## src/rtl/tmr16_pkg.sv

```systemverilog
package tmr16_pkg;

    localparam int BYTE_W = 8;
    localparam int ADDR_W = 4;
    localparam int PAIR_N = 4;
    localparam int CH_N   = 2;

    // Register pairs behind byte addresses 0..7 (low byte even, high byte odd)
    typedef enum logic [1:0] {
        PR_CNT  = 2'd0,
        PR_CMPA = 2'd1,
        PR_CMPB = 2'd2,
        PR_CAP  = 2'd3
    } pair_e;

    localparam logic [ADDR_W-1:0] AD_MASK  = 4'h8;
    localparam logic [ADDR_W-1:0] AD_FLAGS = 4'h9;
    localparam logic [ADDR_W-1:0] AD_CTRL  = 4'hA;

    // Flag and mask bit positions
    localparam int FB_OVF  = 0;
    localparam int FB_CMPA = 1;
    localparam int FB_CMPB = 2;
    localparam int FB_CAP  = 5;

    localparam logic [BYTE_W-1:0] IRQ_BITS  = 8'h27;
    localparam logic [BYTE_W-1:0] CTRL_BITS = 8'h01;

    typedef struct packed {
        logic  is_pair;
        logic  hi_wr;
        logic  lo_wr;
        logic  hi_rd;
        logic  lo_rd;
        pair_e pair;
    } acc_t;

    function automatic acc_t decode_acc(input logic [ADDR_W-1:0] a,
                                        input logic wr, input logic rd);
        acc_t r;
        r = '0;
        if (a[ADDR_W-1:3] == '0) begin
            r.is_pair = 1'b1;
            r.pair    = pair_e'(a[2:1]);
            r.hi_wr   = wr & a[0];
            r.lo_wr   = wr & ~a[0];
            r.hi_rd   = rd & a[0];
            r.lo_rd   = rd & ~a[0];
        end
        return r;
    endfunction

endpackage

```

## src/rtl/tmr16_regif.sv

```systemverilog
module tmr16_regif
    import tmr16_pkg::*;
#(
    parameter int BW = BYTE_W
) (
    input  logic                clk,
    input  logic                rst,
    input  logic [ADDR_W-1:0]   addr,
    input  logic [BW-1:0]       wdata,
    input  logic                wr_en,
    input  logic                rd_en,
    input  logic [2*BW-1:0]     pair_val [PAIR_N],
    input  logic [BW-1:0]       mask_i,
    input  logic [BW-1:0]       flags_i,
    input  logic [BW-1:0]       ctrl_i,
    output logic [BW-1:0]       rdata,
    output logic [2*BW-1:0]     load_val,
    output logic [PAIR_N-1:0]   pair_ld,
    output logic                mask_wr,
    output logic                flags_wr,
    output logic                ctrl_wr
);
    localparam int RW = 2 * BW;

    acc_t          acc;
    logic [BW-1:0] stage_q;
    logic [BW-1:0] hi_src;

    assign acc    = decode_acc(addr, wr_en, rd_en);
    assign hi_src = pair_val[acc.pair][RW-1:BW];

    always_ff @(posedge clk) begin
        if (rst)            stage_q <= '0;
        else if (acc.hi_wr) stage_q <= wdata;
        else if (acc.lo_rd) stage_q <= hi_src;
    end

    assign load_val = {stage_q, wdata};

    for (genvar g = 0; g < PAIR_N; g++) begin : g_ld
        assign pair_ld[g] = acc.lo_wr && (acc.pair == pair_e'(g));
    end

    assign mask_wr  = wr_en && (addr == AD_MASK);
    assign flags_wr = wr_en && (addr == AD_FLAGS);
    assign ctrl_wr  = wr_en && (addr == AD_CTRL);

    always_comb begin
        rdata = '0;
        if (acc.is_pair) begin
            rdata = addr[0] ? stage_q : pair_val[acc.pair][BW-1:0];
        end else begin
            case (addr)
                AD_MASK:  rdata = mask_i;
                AD_FLAGS: rdata = flags_i;
                AD_CTRL:  rdata = ctrl_i;
                default:  rdata = '0;
            endcase
        end
    end


    stage_hi_wr_chk: assert property (@(posedge clk) disable iff (rst)
        acc.hi_wr |=> stage_q == $past(wdata));

    stage_lo_rd_chk: assert property (@(posedge clk) disable iff (rst)
        (acc.lo_rd && !acc.hi_wr) |=> stage_q == $past(hi_src));

endmodule

```

## src/rtl/tmr16_counter.sv

```systemverilog
module tmr16_counter #(
    parameter int RW = 16
) (
    input  logic          clk,
    input  logic          rst,
    input  logic          tick,
    input  logic          ld,
    input  logic [RW-1:0] ld_val,
    output logic [RW-1:0] cnt_o,
    output logic          cmp_en_o,
    output logic          wrap_o
);
    logic [RW-1:0] cnt_q;
    logic          blank_q;

    always_ff @(posedge clk) begin
        if (rst) begin
            cnt_q   <= '0;
            blank_q <= 1'b0;
        end else begin
            if (ld)        cnt_q <= ld_val;
            else if (tick) cnt_q <= cnt_q + RW'(1);
            if (ld)        blank_q <= 1'b1;
            else if (tick) blank_q <= 1'b0;
        end
    end

    assign cnt_o    = cnt_q;
    assign cmp_en_o = tick && !blank_q;
    assign wrap_o   = tick && !ld && (cnt_q == '1);


    cnt_step_chk: assert property (@(posedge clk) disable iff (rst)
        (tick && !ld) |=> cnt_q == $past(cnt_q) + RW'(1));

    cnt_wrap_chk: assert property (@(posedge clk) disable iff (rst)
        wrap_o |=> cnt_q == '0);

    cnt_blank_chk: assert property (@(posedge clk) disable iff (rst)
        ld |=> !cmp_en_o);

endmodule

```

## src/rtl/tmr16_compare.sv

```systemverilog
module tmr16_compare #(
    parameter int RW = 16
) (
    input  logic          clk,
    input  logic          rst,
    input  logic          ld,
    input  logic [RW-1:0] ld_val,
    input  logic [RW-1:0] cnt_i,
    input  logic          cmp_en_i,
    output logic [RW-1:0] cmp_o,
    output logic          hit_o,
    output logic          wave_o
);
    logic [RW-1:0] cmp_q;
    logic          wave_q;

    assign hit_o = cmp_en_i && (cnt_i == cmp_q);

    always_ff @(posedge clk) begin
        if (rst) begin
            cmp_q  <= '0;
            wave_q <= 1'b0;
        end else begin
            if (ld)    cmp_q  <= ld_val;
            if (hit_o) wave_q <= ~wave_q;
        end
    end

    assign cmp_o  = cmp_q;
    assign wave_o = wave_q;


    wave_toggle_chk: assert property (@(posedge clk) disable iff (rst)
        hit_o |=> wave_q != $past(wave_q));

    wave_hold_chk: assert property (@(posedge clk) disable iff (rst)
        !hit_o |=> $stable(wave_q));

endmodule

```

## src/rtl/tmr16_capture.sv

```systemverilog
module tmr16_capture #(
    parameter int RW     = 16,
    parameter int SYNC_N = 2
) (
    input  logic          clk,
    input  logic          rst,
    input  logic          pin_i,
    input  logic          alt_i,
    input  logic          sel_i,
    input  logic          ld,
    input  logic [RW-1:0] ld_val,
    input  logic [RW-1:0] cnt_i,
    output logic [RW-1:0] cap_o,
    output logic          evt_o
);
    logic              src;
    logic [SYNC_N-1:0] sync_q;
    logic              prev_q;
    logic [RW-1:0]     cap_q;

    assign src = sel_i ? alt_i : pin_i;

    always_ff @(posedge clk) begin
        if (rst) begin
            sync_q <= '0;
            prev_q <= 1'b0;
        end else begin
            sync_q <= {sync_q[SYNC_N-2:0], src};
            prev_q <= sync_q[SYNC_N-1];
        end
    end

    assign evt_o = sync_q[SYNC_N-1] && !prev_q;

    always_ff @(posedge clk) begin
        if (rst)        cap_q <= '0;
        else if (evt_o) cap_q <= cnt_i;
        else if (ld)    cap_q <= ld_val;
    end

    assign cap_o = cap_q;


    cap_take_chk: assert property (@(posedge clk) disable iff (rst)
        evt_o |=> cap_q == $past(cnt_i));

    cap_single_chk: assert property (@(posedge clk) disable iff (rst)
        evt_o |=> !evt_o);

endmodule

```

## src/rtl/bytebus_timer16.sv

```systemverilog
module bytebus_timer16
    import tmr16_pkg::*;
(
    input  logic              clk,
    input  logic              rst,
    input  logic [ADDR_W-1:0] addr,
    input  logic [BYTE_W-1:0] wdata,
    input  logic              wr_en,
    input  logic              rd_en,
    output logic [BYTE_W-1:0] rdata,
    input  logic              tick_en,
    input  logic              cap_pin,
    input  logic              cap_alt,
    output logic              wave_a,
    output logic              wave_b,
    output logic              irq
);
    localparam int BW = BYTE_W;
    localparam int RW = 2 * BYTE_W;

    logic [RW-1:0]     pair_val [PAIR_N];
    logic [RW-1:0]     load_val;
    logic [PAIR_N-1:0] pair_ld;
    logic              mask_wr, flags_wr, ctrl_wr;

    logic [RW-1:0]     cnt;
    logic              cmp_en, wrap;
    logic [RW-1:0]     cmp_val [CH_N];
    logic [CH_N-1:0]   hit, wave;
    logic [RW-1:0]     cap_val;
    logic              cap_evt;

    logic [BW-1:0]     mask_q, flags_q, ctrl_q, flag_set;

    tmr16_regif #(.BW(BW)) u_regif (
        .clk      (clk),
        .rst      (rst),
        .addr     (addr),
        .wdata    (wdata),
        .wr_en    (wr_en),
        .rd_en    (rd_en),
        .pair_val (pair_val),
        .mask_i   (mask_q),
        .flags_i  (flags_q),
        .ctrl_i   (ctrl_q),
        .rdata    (rdata),
        .load_val (load_val),
        .pair_ld  (pair_ld),
        .mask_wr  (mask_wr),
        .flags_wr (flags_wr),
        .ctrl_wr  (ctrl_wr)
    );

    tmr16_counter #(.RW(RW)) u_counter (
        .clk      (clk),
        .rst      (rst),
        .tick     (tick_en),
        .ld       (pair_ld[PR_CNT]),
        .ld_val   (load_val),
        .cnt_o    (cnt),
        .cmp_en_o (cmp_en),
        .wrap_o   (wrap)
    );

    for (genvar ch = 0; ch < CH_N; ch++) begin : g_ch
        tmr16_compare #(.RW(RW)) u_cmp (
            .clk      (clk),
            .rst      (rst),
            .ld       (pair_ld[int'(PR_CMPA) + ch]),
            .ld_val   (load_val),
            .cnt_i    (cnt),
            .cmp_en_i (cmp_en),
            .cmp_o    (cmp_val[ch]),
            .hit_o    (hit[ch]),
            .wave_o   (wave[ch])
        );
    end

    tmr16_capture #(.RW(RW), .SYNC_N(2)) u_capture (
        .clk    (clk),
        .rst    (rst),
        .pin_i  (cap_pin),
        .alt_i  (cap_alt),
        .sel_i  (ctrl_q[0]),
        .ld     (pair_ld[PR_CAP]),
        .ld_val (load_val),
        .cnt_i  (cnt),
        .cap_o  (cap_val),
        .evt_o  (cap_evt)
    );

    // pair order follows pair_e: counter, compare A, compare B, capture
    assign pair_val[0] = cnt;
    assign pair_val[1] = cmp_val[0];
    assign pair_val[2] = cmp_val[1];
    assign pair_val[3] = cap_val;

    always_comb begin
        flag_set          = '0;
        flag_set[FB_OVF]  = wrap;
        flag_set[FB_CMPA] = hit[0];
        flag_set[FB_CMPB] = hit[1];
        flag_set[FB_CAP]  = cap_evt;
    end

    always_ff @(posedge clk) begin
        if (rst) begin
            mask_q  <= '0;
            flags_q <= '0;
            ctrl_q  <= '0;
        end else begin
            if (mask_wr) mask_q <= wdata & IRQ_BITS;
            if (ctrl_wr) ctrl_q <= wdata & CTRL_BITS;
            flags_q <= ((flags_wr ? (flags_q & ~wdata) : flags_q) | flag_set) & IRQ_BITS;
        end
    end

    assign irq    = |(flags_q & mask_q);
    assign wave_a = wave[0];
    assign wave_b = wave[1];


    mask_reserved_chk: assert property (@(posedge clk) disable iff (rst)
        (mask_q & ~IRQ_BITS) == '0);

    flag_set_wins_chk: assert property (@(posedge clk) disable iff (rst)
        flag_set[FB_OVF] |=> flags_q[FB_OVF]);

    irq_quiet_chk: assert property (@(posedge clk) disable iff (rst)
        (flags_q == '0) |-> !irq);

endmodule

```

## config.mk

```make
export PLATFORM = sky130hd
export DESIGN_NAME = bytebus_timer16
export DESIGN_NICKNAME = d
export VERILOG_FILES = /design/src/rtl/tmr16_pkg.sv /design/src/rtl/tmr16_regif.sv /design/src/rtl/tmr16_counter.sv /design/src/rtl/tmr16_compare.sv /design/src/rtl/tmr16_capture.sv /design/src/rtl/bytebus_timer16.sv
export SDC_FILE = /design/constraint.sdc
export NUM_CORES = 1
export LEC_CHECK = 0
export ABC_AREA = 1
export BUFFER_PORTS_ARGS = -buffer_cell sky130_fd_sc_hd__buf_2
export CORE_ASPECT_RATIO = 1.25
export CORE_UTILIZATION = 25
export DETAILED_ROUTE_END_ITERATION = 8
export PLACE_DENSITY = 0.37
export SETUP_SLACK_MARGIN = 0.5
export SYNTH_ARGS = -nofsm -noshare
export SYNTH_HDL_FRONTEND = slang
export SYNTH_SLANG_ARGS = --single-unit
```

## constraint.sdc

```tcl
create_clock -name clk -period 3.4 [get_ports clk]
set_input_delay 0.85 -clock clk [delete_from_list [all_inputs] [get_ports clk]]
set_output_delay 0.85 -clock clk [all_outputs]
set_load 0.005 [all_outputs]
```

== Word level (Yosys, flattened, before mapping) ==
Index checks and enable logic that the tools add are counted.

* Flip-flop bits (word level): 87
* Input port bits: 19
* Logic and storage cells: 74

* Add/sub/neg operators: 1
* $lt $le $gt $ge: 1
* Equal/unequal tests: 9
* Mux-type cells: 17
* Bitwise logic cells: 12
* Reduce and logical (&&, ||, !) cells: 21

{| class="wikitable"
|+ Operator list
! cell !! count
|-
| 16-bit 2-to-1 mux || 6
|-
| 16-bit binary-select mux with 2-bit select || 1
|-
| 16-bit == test || 2
|-
| 8-bit 2-to-1 mux || 4
|-
| 6-bit case mux with 3 select lines || 1
|-
| 16-bit by 1-bit adder with 16-bit output, second input constant || 1
|-
| 16-bit == test, second input constant || 1
|-
| 1-bit logical AND || 13
|-
| 6-bit AND || 2
|-
| 4-bit == test, second input constant || 3
|-
| 8-bit OR reduction || 1
|-
| 7-bit 2-to-1 mux || 1
|-
| 6-bit 2-to-1 mux || 1
|-
| 6-bit NOT || 1
|-
| 6-bit bitwise OR || 1
|-
| 2-bit nonzero test || 3
|-
| 1-bit AND || 4
|-
| 2-bit == test, second input constant || 2
|-
| 3-bit greater-or-equal comparator, second input constant || 1
|-
| 1-bit logical NOT || 3
|-
| 1-bit 2-to-1 mux || 3
|-
| 1-bit NOT || 3
|-
| 2-bit NOT with 3-bit output || 1
|-
| 2-bit by 1-bit == test with 1-bit output, second input constant || 1
|-
| 2-bit logical NOT || 1
|}

== Longest topological paths before layout ==
Gate-level depths: netlist of run 1.

* Depth after elaboration: 9
* Depth in mapped cells: 11
* Depth with buffers taken out: 10

== Cells and area by module ==
From an unflattened synthesis of run 1, not the netlist that was laid out.

* Cell total of the unflattened synthesis: 972
* Area total of the unflattened synthesis: 6024.5 um^2

{| class="wikitable"
|+ Modules (own cells, without submodules)
! module !! times used !! cells each !! area an instance (um^2)
|-
| tmr16_compare || 2 || 164 || 992.2
|-
| tmr16_regif || 1 || 290 || 1516.5
|-
| tmr16_counter || 1 || 152 || 1089.8
|-
| tmr16_capture || 1 || 153 || 1088.5
|-
| bytebus_timer16 || 1 || 49 || 345.3
|}

== Worst setup path after synthesis of run 1 ==
OpenSTA, ideal clock, no wires.

* Path type: input to output
* Start point: input addr[2]
* End point: output rdata[5]
* Arrival: 1.674 ns
* Required time: 2.550 ns
* Slack: 0.876 ns
* Stages: 7
* Path buffers: 0
* Path through: inv_1 > nand2_1 > nor3_1 > inv_1 > o211ai_1 > o21ai_0 > nor2_1

* Longest elaborated chain between the ends: 7
* Elaborated cells on any way between the ends: 11
* Classes of those cells: 3 x eq/ne; 7 x mux; 1 x bitwise

{| class="wikitable"
|+ Ends and longest elaborated chain
! what !! RTL line !! text
|-
| start, declared || bytebus_timer16.sv:6 || <nowiki>input logic [ADDR_W-1:0] addr,</nowiki>
|-
| 7-bit 2-to-1 mux || tmr16_pkg.sv:42 || <nowiki>if (a[ADDR_W-1:3] == '0) begin</nowiki>
|-
| 2-bit NOT with 3-bit output (not written as such) || tmr16_regif.sv:51 || <nowiki>rdata = addr[0] ? stage_q : pair_val[acc.pair][BW-1:0];</nowiki>
|-
| 16-bit binary-select mux with 2-bit select || tmr16_regif.sv:51 ||
|-
| 16-bit 2-to-1 mux (2 in series) || - ||
|-
| 8-bit 2-to-1 mux || tmr16_regif.sv:51 ||
|-
| 8-bit 2-to-1 mux * || tmr16_regif.sv:50 || <nowiki>if (acc.is_pair) begin</nowiki>
|-
| end, declared || bytebus_timer16.sv:10 || <nowiki>output logic [BYTE_W-1:0] rdata,</nowiki>
|}

Every way passes the cells marked *; elsewhere a longest branch is shown, timed or not. The select of a mux whose other input is x is not followed.

== Final worst setup path of run 1 ==
* Start point: input addr[3]
* End point: output rdata[2]

The elaborated chain is that of the path after synthesis.

==> results of run 1 <==
## layout make-up
class                   instances  area share
flip-flops and latches         87      0.3060
clock buffers                   9     0.03957
repair buffers                 55     0.06595
multi-input cells             507      0.4555
clock inverters                 7     0.01781
inverters                      96     0.06419
well taps                     232     0.05100
## stage by stage
stage | power, W | util | hold slack, ps | setup slack (ps)
after floorplan | 0.001277 | - | 388.3 | 875.6
after global placement | 0.001405 | 0.2764 | 405.5 | 301.7
after detailed placement | 0.001405 | 0.2764 | 402.3 | 318.0
after CTS | 0.002538 | 0.2957 | 413.5 | 452.1
after global routing | 0.002638 | 0.3042 | 435.6 | 472.1
final | 0.002536 | 0.3042 | 406.9 | 529.1
## logic make-up (layout without fill, tap and decap cells)
group | Yosys count | in the layout
buf+inv | 129 | 167
flops | 87 | 87
fa+ha+maj | 1 | 1
compound gates | 216 | 216
xor+xnor | 16 | 16
simple gates | 274 | 274
## power by group through the flow
stage | Combinational [W] | Sequential (W) | Clock, W
after global placement | 0.000293 | 0.00111 | 0
final | 0.000318 | 0.00109 | 0.00113
after floorplan | 0.000183 | 0.00109 | 0
after detailed placement | 0.000294 | 0.00111 | 0
after CTS | 0.000300 | 0.00109 | 0.00115
after global routing | 0.000348 | 0.00109 | 0.00120
## cell usage in the layout, fill, tap and decap left out, types with 7 or more instances in the layout
cell and instances:
sky130_fd_sc_hd__buf_2 26, sky130_fd_sc_hd__dfxtp_1 87, sky130_fd_sc_hd__nand4_1 8, sky130_fd_sc_hd__nor2_1 54, sky130_fd_sc_hd__inv_1 88, sky130_fd_sc_hd__o21ai_0 88, sky130_fd_sc_hd__nand3_1 24, sky130_fd_sc_hd__xnor2_1 9
sky130_fd_sc_hd__xor2_1 7, sky130_fd_sc_hd__a31oi_1 15, sky130_fd_sc_hd__buf_4 23, sky130_fd_sc_hd__a21oi_1 64, sky130_fd_sc_hd__clkbuf_16 9, sky130_fd_sc_hd__o22ai_1 19, sky130_fd_sc_hd__nand2_1 163
## synthesized netlist by cell type
library cell	instances	area, um^2
sky130_fd_sc_hd__a211oi_1	3	22.52
sky130_fd_sc_hd__a211oi_2	1	12.51
sky130_fd_sc_hd__a21oi_1	64	320.3
sky130_fd_sc_hd__a21oi_2	1	8.760
sky130_fd_sc_hd__a22oi_1	6	45.04
sky130_fd_sc_hd__a31oi_1	15	93.84
sky130_fd_sc_hd__buf_1	1	3.750
sky130_fd_sc_hd__buf_2	11	55.05
sky130_fd_sc_hd__buf_4	3	22.52
sky130_fd_sc_hd__buf_6	2	22.52
sky130_fd_sc_hd__clkbuf_1	16	60.06
sky130_fd_sc_hd__dfxtp_1	87	1742
sky130_fd_sc_hd__ha_1	1	12.51
sky130_fd_sc_hd__inv_1	91	341.6
sky130_fd_sc_hd__inv_2	5	18.77
sky130_fd_sc_hd__nand2_1	168	630.6
sky130_fd_sc_hd__nand2_2	1	6.260
sky130_fd_sc_hd__nand2_4	2	22.52
sky130_fd_sc_hd__nand3_1	24	120.1
sky130_fd_sc_hd__nand3b_1	1	7.510
sky130_fd_sc_hd__nand4_1	8	50.05
sky130_fd_sc_hd__nor2_1	56	210.2
sky130_fd_sc_hd__nor2_2	3	18.77
sky130_fd_sc_hd__nor2_4	3	33.78
sky130_fd_sc_hd__nor3_1	6	30.03
sky130_fd_sc_hd__nor3_2	1	10.01
sky130_fd_sc_hd__o2111ai_1	5	43.79
sky130_fd_sc_hd__o211a_1	1	10.01
sky130_fd_sc_hd__o211ai_1	5	37.54
sky130_fd_sc_hd__o21ai_0	91	455.4
sky130_fd_sc_hd__o21ai_1	1	5.000
sky130_fd_sc_hd__o21ai_2	1	8.760
sky130_fd_sc_hd__o22ai_1	22	137.6
sky130_fd_sc_hd__or2_2	1	6.260
sky130_fd_sc_hd__xnor2_1	9	78.83
sky130_fd_sc_hd__xor2_1	7	61.31
## path summary, 6_finish.rpt
kind,endpoint,slack (ps),cells past startpoint
worst max-delay path,rdata[2],530,9
worst min-delay path,u_capture.sync_q[1],410,2
worst max register to register,u_counter.cnt_o[14],1230,8
worst min register to register,u_capture.sync_q[1],410,2
## routing by layer
metal / routed length (um) / up-vias / global-route usage
met5: 0 / - / 0
met3: 685 / 38 / 0.02701
met4: 747 / 0 / 0.09582
met1: 8386 / 2356 / 0.2413
li1: - / 2451 / -
met2: 9782 / 120 / 0.3685
## what timing repair did
| item | 4_1_cts | 5_1_grt |
|---|---|---|
| setup endpoints to repair | 8 | 8 |
| pin swaps | 1 | 8 |
| buffers inserted | 0 | 10 |
| gates resized for setup | 8 | 28 |
## critical path: stages
cell	delay, ps
sky130_fd_sc_hd__buf_4	170
sky130_fd_sc_hd__inv_4	60
sky130_fd_sc_hd__nand2_1	110
sky130_fd_sc_hd__nand2_2	120
sky130_fd_sc_hd__buf_4	180
sky130_fd_sc_hd__o22ai_1	190
sky130_fd_sc_hd__a211oi_2	50
sky130_fd_sc_hd__nor2_1	150
sky130_fd_sc_hd__buf_2	140
## state kept, by name, summed over array words and instances, names as in the netlist, 2 cells and up
| register | flops |
|---|---|
| flags_q | 4 |
| g_ch.u_cmp.cmp_o | 32 |
| g_ch.u_cmp.wave_o | 2 |
| mask_q | 4 |
| u_capture.cap_o | 16 |
| u_capture.sync_q | 2 |
| u_counter.cnt_o | 16 |
| u_regif.stage_q | 8 |
==> impl_summary.log, run 1 <==
[metrics] routed len/inst: 19.74 um
[metrics] Final Hold Vio Count: 0
[metrics] peak ir drop on the vdd network: 248.1 uV
[metrics] number of detailed-routing iterations run before antenna repair: 5
[metrics] total routing resource utilization after global routing: 0.2052
[metrics] clock root buffer master: sky130_fd_sc_hd__clkbuf_16
[metrics] worst reg2reg startpoint: u_counter.cnt_o[0]
[metrics] chip height: 156.4 um
[metrics] xor/xnor share of the synthesized area: 0.02940
[metrics] crit path kind: in2out
[metrics] switching power of the nets: 0.0007247 W
[metrics] count of fill cells added during filler insertion: 2065
[metrics] DRC violations left: 0
[metrics] floorplan core area: 18710 um^2
[metrics] synthesized net count: 743
[metrics] CTS hold repair buffers: 0
[metrics] CTS sink cnt: 87
[metrics] TritonCTS clock tree: done
[metrics] YS warnings: 0
[metrics] clk buf depth: 2
[metrics] Total Negative Setup Slacks: 0 ps
[metrics] number of antenna violations at the first check in global routing: 0
[metrics] period utilization: 0.8444
[metrics] Std-Cell Rows: 56
[metrics] type of element launching the critical path: input port
[metrics] Non-Filler Cell Area, Final: 5692 um^2
[metrics] area enclosed by the die boundary: 19620 um^2
[metrics] layout cells sized above 1: 0.1445
[metrics] max-cap violations: 0
[metrics] normalized max-slew margin: 0.5341
[metrics] placed cell area: 5170 um^2
[metrics] outcome: finished, final reports clean
[metrics] overall routed net length: 19600 um
[metrics] count of antenna diodes in the layout: 0
[metrics] clock power share: 0.446
[metrics] aggregate global routing overflow: 0
[metrics] Hold Path Origin: u_capture.sync_q[0]
[metrics] synth unique cells: 36
[metrics] flip-flop and latch count after synthesis: 87
[metrics] share of cell area taken by muxes after synthesis: 0
[metrics] Int Power: 0.001811 W
[metrics] number of cells produced by synthesis: 723
[metrics] Antenna Nets Post-Route: 0
[metrics] count of pins over their slew limit: 0
[metrics] part of the power in combinational logic: 0.125
[metrics] IO Count: 30
[metrics] pin count of the biggest net entering global routing: 62
[metrics] final net count: 776
[metrics] Vias per Instance: 5.000
[metrics] global-route wire length before repair: 29300 um
[metrics] power density over the cells: 445.6 nW/um^2
[metrics] nature of the critical path endpoint: output port
[metrics] Reg area: 1742 um^2
[metrics] combined area of the multi-input logic cells: 2592 um^2
[metrics] net switching fraction of the power: 0.2858
[metrics] die boundary width: 125.5 um
[metrics] leakage power figure: 2.225 nW
[metrics] number of placed cells counting well taps: 967
[metrics] Worst-path clk slew: 70 ps
[metrics] dominant combinational cell family by area after synthesis: compound AO/OA/AOI/OAI gates
[metrics] routability cong.: 0.8748
[metrics] mean instance size in the synthesized netlist: 6.592 um^2
[metrics] worst-path maximum fanout: 7
[metrics] sequential-to-total area share from yosys stat: 0.3655
[metrics] effective utilization at floorplan: 0.2547
[metrics] half-perimeter wire length after detailed placement: 14370 um
[metrics] final std cells w/o fill: 993
[metrics] # H-tree levels: 3
[metrics] fraction of power consumed by sequential logic: 0.429
[metrics] RSZ-0062 raised after global routing: yes
[metrics] synthesized area: 4766 um^2
[metrics] vias in the first global route: 4691
[metrics] area growth from synthesis to layout: 19.43%
[metrics] setup clock skew after layout: 11.13 ps
[metrics] Clock Latency Late Sink: 360 ps
[metrics] area share of fa/ha/maj cells after synthesis: 0.002625
[metrics] Vias: 4965
[metrics] number of buffers inserted by port buffering: 29
[metrics] maximum clock frequency: 348.3 MHz
[metrics] Num CTS Buffers: 9
[metrics] area fraction in compound gates after synthesis: 0.2520
[metrics] DRC marker count from the first detailed-route iteration: 403
[metrics] final setup violation count: 0
[metrics] post-synthesis simple-gate area fraction: 0.2405
[metrics] Worst Hold Class: reg2reg
[metrics] data required time of the worst path: 2550 ps
[metrics] start point of the critical path: addr[3]
[metrics] Min Clock Period, post-route: 2871 ps
[metrics] crit path DAT: 2020 ps
[metrics] transition time at the pin with the least slew margin: 697.2 ps
Note: power is estimated with default switching activity, not from simulation.
==> run 2, diff against run 1 <==
clock period = 2.7 ns   (was 3.4 ns; I/O delays follow)
==> impl_summary.log, run 2 (same netlist as run 1, synthesis figures left out) <==
[metrics] outcome: finished, final reports clean
[metrics] TritonCTS clock tree: done
[metrics] most common cell after layout, fill and taps aside: sky130_fd_sc_hd__nand2_1
[metrics] routability cong.: 0.8757
[metrics] flip-flop count of the largest register, all copies and words added: 32
[metrics] final std cells w/o fill: 1010
[metrics] area growth from synthesis to layout: 25.39%
[metrics] number of buffers inserted by port buffering: 29
[metrics] global-route wire length before repair: 30460 um
[metrics] number of detailed-routing iterations run before antenna repair: 5
[metrics] largest delay contributor family on the critical path: simple AND/OR/NAND/NOR gates
[metrics] Clock Latency Late Sink: 350 ps
[metrics] commonest non-fill, non-tap cells in the layout: sky130_fd_sc_hd__nand2_1 (154), sky130_fd_sc_hd__inv_1 (87), sky130_fd_sc_hd__dfxtp_1 (86)
[metrics] overall routed net length: 20250 um
[metrics] start point of the critical path: addr[3]
[metrics] power density over the cells: 497.3 nW/um^2
[metrics] Num CTS Buffers: 9
[metrics] setup clock skew after layout: 9.302 ps
[metrics] Final Hold Vio Count: 0
[metrics] Cell Chain, Critical Path: buf_12, buf_8, nor2_1, nand2_2, o22ai_2, a211oi_2, nor2_1, buf_2
[metrics] Int Power: 0.002101 W
[metrics] peak ir drop on the vdd network: 290.6 uV
[metrics] vias in the first global route: 5059
[metrics] Vias per Instance: 5.038
[metrics] Critical Path Slowest Stage Cell: sky130_fd_sc_hd__nor2_1
[metrics] final net count: 795
[metrics] max-cap violations: 0
[metrics] fraction of power consumed by sequential logic: 0.460
[metrics] WHS: 407.2 ps
[metrics] RSZ-0062 raised after global routing: yes
[metrics] crit path DAT: 1690 ps
[metrics] clock root buffer master: sky130_fd_sc_hd__clkbuf_16
[metrics] pin count of the biggest net entering global routing: 62
[metrics] CTS hold repair buffers: 0
[metrics] period utilization: 0.8753
[metrics] chip height: 156.4 um
[metrics] DRC violations left: 0
[metrics] clk buf depth: 2
[metrics] number of placed cells counting well taps: 977
[metrics] number of antenna violations at the first check in global routing: 0
[metrics] Buffers & Inverters on Critical Path: 3
[metrics] final core utilization: 0.3194
[metrics] net switching fraction of the power: 0.2930
[metrics] worst reg2reg startpoint: u_counter.cnt_o[1]
[metrics] Std-Cell Rows: 56
[metrics] worst-path maximum fanout: 5
[metrics] Min Clock Period, post-route: 2363 ps
[metrics] type of element launching the critical path: input port
[metrics] die boundary width: 125.5 um
[metrics] maximum clock frequency: 423.1 MHz
[metrics] switching power of the nets: 0.0008707 W
[metrics] final setup violation count: 0
[metrics] Register-to-Register Setup Slack: 800 ps
[metrics] nature of the critical path endpoint: output port
[metrics] area enclosed by the die boundary: 19620 um^2
[metrics] routed len/inst: 20.05 um
[metrics] number of gates on the worst path with buffers counted: 8
[metrics] most common cell type on the critical path: sky130_fd_sc_hd__nor2_1
[metrics] part of the power in combinational logic: 0.155
[metrics] CTS sink cnt: 87
[metrics] Antenna Nets Post-Route: 0
[metrics] total routing resource utilization after global routing: 0.2126
[metrics] transition time at the pin with the least slew margin: 652.3 ps
[metrics] count of pins over their slew limit: 0
[metrics] # H-tree levels: 3
[metrics] normalized max-slew margin: 0.5651
[metrics] Worst Hold Class: reg2reg
[metrics] maximum cell stage delay along the critical path: 150 ps
[metrics] reg-to-reg endpoint: u_counter.cnt_o[14]
[metrics] data required time of the worst path: 2030 ps
[metrics] leakage power figure: 2.347 nW
[metrics] Worst-path clk slew: 60 ps
[metrics] Total Negative Setup Slacks: 0 ps
[metrics] floorplan core area: 18710 um^2
[metrics] Vias: 5088
[metrics] capturing element of the worst setup path: rdata[2]
[metrics] half-perimeter wire length after detailed placement: 14840 um
[metrics] layout cells sized above 1: 0.1902
[metrics] count of antenna diodes in the layout: 0
[metrics] crit path kind: in2out
[metrics] clock power share: 0.384
[metrics] Worst R2R Path Depth: 7
[metrics] aggregate global routing overflow: 0
[metrics] DRC marker count from the first detailed-route iteration: 254
[metrics] effective utilization at floorplan: 0.2547
[metrics] IO Count: 30
==> run 2: cell count changes in the layout (fill, tap and decap cells not counted), sizes merged <==
cell	before	now
clkinv	0	5
inv	99	95
clkbuf	10	9
clkinvlp	2	1
buf	54	74
bufinv	2	0
==> run 2: metrics by stage <==
| stage | power [W] | instance area, um^2 | setup slack [ps] |
|---|---|---|---|
| after floorplan | 0.001608 | 4766 | 525.6 |
| after global placement | 0.001778 | 5233 | 34.37 |
| after detailed placement | 0.001780 | 5233 | 7.639 |
| after CTS | 0.002991 | 5854 | 305.5 |
| after global routing | 0.003101 | 5976 | 263.9 |
| final | 0.002972 | 5976 | 336.7 |
==> run 2: worst min path at each step <==
| stage | cells after the start | endpoint | slack (ps) | start |
|---|---|---|---|---|
| final | 2 | u_capture.sync_q[1] | 410 | u_capture.sync_q[0] |
| after global placement | 2 | u_capture.sync_q[1] | 410 | u_capture.sync_q[0] |
| after CTS | 2 | u_capture.sync_q[1] | 410 | u_capture.sync_q[0] |
| after global routing | 2 | u_capture.sync_q[1] | 440 | u_capture.sync_q[0] |
| after detailed placement | 2 | u_capture.sync_q[1] | 400 | u_capture.sync_q[0] |
| after floorplan | 2 | u_capture.sync_q[1] | 390 | u_capture.sync_q[0] |
==> run 2: what timing repair did <==
item | 4_1_cts | 5_1_grt
gates resized for setup | 71 | 27
setup endpoints to repair | 8 | 12
setup buffers | 16 | 3
pin swaps | 14 | 13
==> run 2: power by group through the flow <==
stage	Sequential, W	Combinational, W	Clock, W
floorplan	0.00138	0.000231	0
global placement	0.00140	0.000382	0
detailed placement	0.00140	0.000384	0
CTS	0.00137	0.000443	0.00118
global route	0.00137	0.000504	0.00122
finish	0.00137	0.000462	0.00114
==> run 2: metal layers <==
| metal | part of all wire | wire length (um) | GRT usage | vias to the layer above |
|---|---|---|---|---|
| li1 | - | - | - | 2501 |
| met1 | 0.42 | 8560 | 0.2372 | 2425 |
| met2 | 0.50 | 10130 | 0.3873 | 119 |
| met3 | 0.028 | 575 | 0.02701 | 43 |
| met4 | 0.049 | 985 | 0.1243 | 0 |
| met5 | 0 | 0 | 0 | - |
==> run 2: area by class of cell <==
| cell class | count | area, um^2 |
|---|---|---|
| well taps | 232 | 290.3 |
| clock buffers | 9 | 225.2 |
| inverters | 96 | 385.4 |
| flip-flops and latches | 87 | 1743 |
| repair buffers | 74 | 565.5 |
| multi-input cells | 507 | 2739 |
| fillers | 2047 | 12730 |
| clock inverters | 5 | 27.53 |
==> run 2: worst reg2reg max path: stages (launching register included) <==
cell,delay [ps]
sky130_fd_sc_hd__dfxtp_1,480
sky130_fd_sc_hd__ha_1,290
sky130_fd_sc_hd__nand3_1,110
sky130_fd_sc_hd__nor2_2,380
sky130_fd_sc_hd__nand2_1,170
sky130_fd_sc_hd__o21ai_0,180
sky130_fd_sc_hd__nand3_1,80
sky130_fd_sc_hd__a21oi_1,140
==> run 3, diff against run 2 <==
CORE_UTILIZATION = 62   (was 25)
PLACE_DENSITY = 0.77   (was 0.37)
SLEW_MARGIN = 15   (was unset)
SYNTH_HIERARCHICAL = 1   (was unset)
==> impl_summary.log, run 3 <==
[metrics] outcome: finished, final reports clean
[metrics] M3 GR Usage: 0.1043
[metrics] data required time of the worst path: 2030 ps
[metrics] flip-flop count of the largest register, all copies and words added: 32
[metrics] Non-Filler Cell Area, Final: 6803 um^2
[metrics] CTS hold repair buffers: 0
[metrics] count of antenna diodes in the layout: 0
[metrics] Worst Hold Class: reg2reg
[metrics] area growth from synthesis to layout: 12.92%
[metrics] floorplan core area: 9271 um^2
[metrics] part of the power in combinational logic: 0.161
[metrics] overall routed net length: 21690 um
[metrics] share of cell area taken by muxes after synthesis: 0
[metrics] crit path kind: in2out
[metrics] final core utilization: 0.7337
[metrics] met1 track utilization from global routing: 0.4688
[metrics] worst hold path endpoint: u_capture/sync_q[1]
[metrics] Total Negative Setup Slacks: 0 ps
[metrics] TritonCTS clock tree: done
[metrics] transition time at the pin with the least slew margin: 723.1 ps
[metrics] normalized max-slew margin: 0.5173
[metrics] IO Count: 30
[metrics] Register-to-Register Setup Slack: 770 ps
[metrics] sequential-to-total area share from yosys stat: 0.2891
[metrics] fraction of power consumed by sequential logic: 0.447
[metrics] number of detailed-routing iterations run before antenna repair: 6
[metrics] nature of the critical path endpoint: output port
[metrics] count of pins over their slew limit: 0
[metrics] synth unique cells: 43
[metrics] peak ir drop on the vdd network: 400.3 uV
[metrics] net switching fraction of the power: 0.3050
[metrics] largest area contributor in the synthesized netlist: sky130_fd_sc_hd__dfxtp_1
[metrics] YS warnings: 6
[metrics] routed len/inst: 18.91 um
[metrics] max-cap violations: 0
[metrics] number of buffers inserted by port buffering: 29
[metrics] area share of fa/ha/maj cells after synthesis: 0.002077
[metrics] Vias per Instance: 6.001
[metrics] most crowded layer after global routing: met2
[metrics] DRC violations left: 0
[metrics] power density over the cells: 454.8 nW/um^2
[metrics] dominant combinational cell family by area after synthesis: simple AND/OR/NAND/NOR gates
[metrics] synthesized area: 6025 um^2
[metrics] area fraction in compound gates after synthesis: 0.1524
[metrics] xor/xnor share of the synthesized area: 0.01745
[metrics] clk buf depth: 2
[metrics] number of cells produced by synthesis: 972
[metrics] period utilization: 0.8395
[metrics] crit path DAT: 1590 ps
[metrics] type of element launching the critical path: input port
[metrics] top area cells in the synthesized netlist: sky130_fd_sc_hd__dfxtp_1 (29%), sky130_fd_sc_hd__nand2_1 (17%), sky130_fd_sc_hd__inv_1 (7.4%)
[metrics] maximum clock frequency: 441.2 MHz
[metrics] count of flip-flops with a built-in enable after synthesis: 0
[metrics] # H-tree levels: 3
[metrics] number of antenna violations at the first check in global routing: 0
[metrics] reg-to-reg endpoint: flags_q[0]
[metrics] flip-flop and latch count after synthesis: 87
[metrics] worst reg2reg startpoint: u_counter/cnt_o[1]
[metrics] worst-path maximum fanout: 8
[metrics] commonest register cell after synthesis: sky130_fd_sc_hd__dfxtp_1
[metrics] global-route wire length before repair: 32420 um
[metrics] CTS sink cnt: 87
[metrics] routability cong.: 0.9285
[metrics] Final Hold Vio Count: 0
[metrics] async set or reset register ratio after synthesis: 0
[metrics] leakage power figure: 2.853 nW
[metrics] GR Util met2: 0.6646
[metrics] mean instance size in the synthesized netlist: 6.198 um^2
[metrics] Clock Latency Late Sink: 350 ps
[metrics] die boundary width: 90.17 um
[metrics] commonest non-fill, non-tap cells in the layout: sky130_fd_sc_hd__nand2_1 (276), sky130_fd_sc_hd__inv_1 (116), sky130_fd_sc_hd__nor2_1 (91)
[metrics] most common cell after layout, fill and taps aside: sky130_fd_sc_hd__nand2_1
[metrics] vias in the first global route: 6260
[metrics] Worst-path clk slew: 60 ps
[metrics] Int Power: 0.002150 W
[metrics] layout cells sized above 1: 0.1689
[metrics] switching power of the nets: 0.0009437 W
[metrics] clock root buffer master: sky130_fd_sc_hd__clkbuf_16
[metrics] Yosys top cell area share: 0.2891
[metrics] Vias: 6883
[metrics] most frequent cell after synthesis: sky130_fd_sc_hd__nand2_1
[metrics] final net count: 1039
[metrics] total power after layout: 0.003094 W
[metrics] Hold Path Origin: u_capture/sync_q[0]
[metrics] Worst R2R Path Depth: 8
[metrics] Min Clock Period, post-route: 2267 ps
[metrics] Antenna Nets Post-Route: 0
[metrics] effective utilization at floorplan: 0.6498
[metrics] half-perimeter wire length after detailed placement: 14860 um
[metrics] final setup violation count: 0
[metrics] RSZ-0062 raised after global routing: yes
[metrics] total routing resource utilization after global routing: 0.4177
[metrics] pin count of the biggest net entering global routing: 34
[metrics] DRC marker count from the first detailed-route iteration: 931
[metrics] chip height: 112.2 um
[metrics] Std-Cell Rows: 39
[metrics] aggregate global routing overflow: 0
[metrics] clock power share: 0.392
[metrics] setup clock skew after layout: 8.341 ps
[metrics] list of most frequent post-synthesis cells: sky130_fd_sc_hd__nand2_1 (278), sky130_fd_sc_hd__inv_1 (119), sky130_fd_sc_hd__nor2_1 (92)
[metrics] Min-Delay Path Depth: 2
[metrics] post-synthesis simple-gate area fraction: 0.3948
[metrics] Num CTS Buffers: 9
[metrics] area enclosed by the die boundary: 10120 um^2
[metrics] placed cell area: 6254 um^2
run 3: cell count changes after synthesis, moves of 14 or more:
cell | previous run | this run
sky130_fd_sc_hd__nand2_1 | 168 | 278
sky130_fd_sc_hd__nand3_1 | 24 | 72
sky130_fd_sc_hd__o21ai_0 | 91 | 47
sky130_fd_sc_hd__nor2_1 | 56 | 92
sky130_fd_sc_hd__inv_1 | 91 | 119
sky130_fd_sc_hd__nand2_2 | 1 | 17
sky130_fd_sc_hd__buf_4 | 3 | 17
sky130_fd_sc_hd__o22ai_1 | 22 | 8
run 3: worst max-delay path by stage:
stage                     cells past startpoint     from  slack [ps]                 end
after detailed placement                      9  addr[3]         200            rdata[2]
after global routing                         10  addr[3]         360            rdata[5]
after global placement                        9  addr[3]         200            rdata[5]
after CTS                                    10  addr[3]         500            rdata[6]
final                                        10  addr[3]         430            rdata[5]
after floorplan                              11  addr[3]         510  u_counter/cnt_o[8]
run 3: layout make-up:
cell class	instances	area (um^2)
Clock inverter	6	45.04
Tap cell	123	153.9
Multi-Input combinational cell	711	3565
Clock buffer	10	239.0
Timing Repair inverter	3	23.77
Timing Repair Buffer	63	456.7
Fill cell	758	2469
Sequential cell	87	1742
Inverter	144	578.1
run 3: through the flow:
| stage | hold slack [ps] | std cells | setup WS [ps] |
|---|---|---|---|
| after floorplan | 388.3 | 986 | 511.8 |
| after global placement | 400.5 | 1116 | 196.6 |
| after detailed placement | 399.0 | 1116 | 199.8 |
| after CTS | 409.9 | 1141 | 496.8 |
| after global routing | 417.9 | 1147 | 361.2 |
| final | 407.9 | 1147 | 433.3 |
run 3: logic make-up (layout without fill, tap and decap cells):
| kind of cell | Yosys count | in the layout |
|---|---|---|
| buf+inv | 188 | 226 |
| fa+ha+maj | 1 | 1 |
| xor+xnor | 12 | 12 |
| compound gates | 160 | 160 |
| flops | 87 | 87 |
| other cells | 1 | 15 |
| simple gates | 523 | 523 |
run 3: metal layers:
layer | share of wire | vias up | wire length [um]
li1 | - | 3152 | -
met1 | 0.35 | 3064 | 7493
met2 | 0.44 | 524 | 9517
met3 | 0.13 | 143 | 2766
met4 | 0.088 | 0 | 1908
met5 | 0 | - | 0
run 3: power by group through the flow:
stage | registers, W | clock network (W) | logic (W)
2_1_floorplan | 0.00138 | 0 | 0.000327
3_3_place_gp | 0.00141 | 0 | 0.000429
3_5_place_dp | 0.00141 | 0 | 0.000437
4_1_cts | 0.00138 | 0.00121 | 0.000470
5_1_grt | 0.00138 | 0.00126 | 0.000535
6_report | 0.00138 | 0.00121 | 0.000498
run 3: what timing repair did:
action,in CTS,in global routing
cloned,1,2
resized for setup,28,9
hold endpoints to repair,0,0
buffers inserted,8,4
pin swaps,14,5
setup endpoints to repair,8,33
run 3: critical path: stages:
cell and delay, ps:
sky130_fd_sc_hd__buf_12 100, sky130_fd_sc_hd__inv_12 50, sky130_fd_sc_hd__nand2_8 80, sky130_fd_sc_hd__inv_4 40, sky130_fd_sc_hd__nor2_4 200, sky130_fd_sc_hd__nand2_1 80
sky130_fd_sc_hd__nand3_1 100, sky130_fd_sc_hd__o21ai_1 80, sky130_fd_sc_hd__nand2_1 70, sky130_fd_sc_hd__buf_2 100
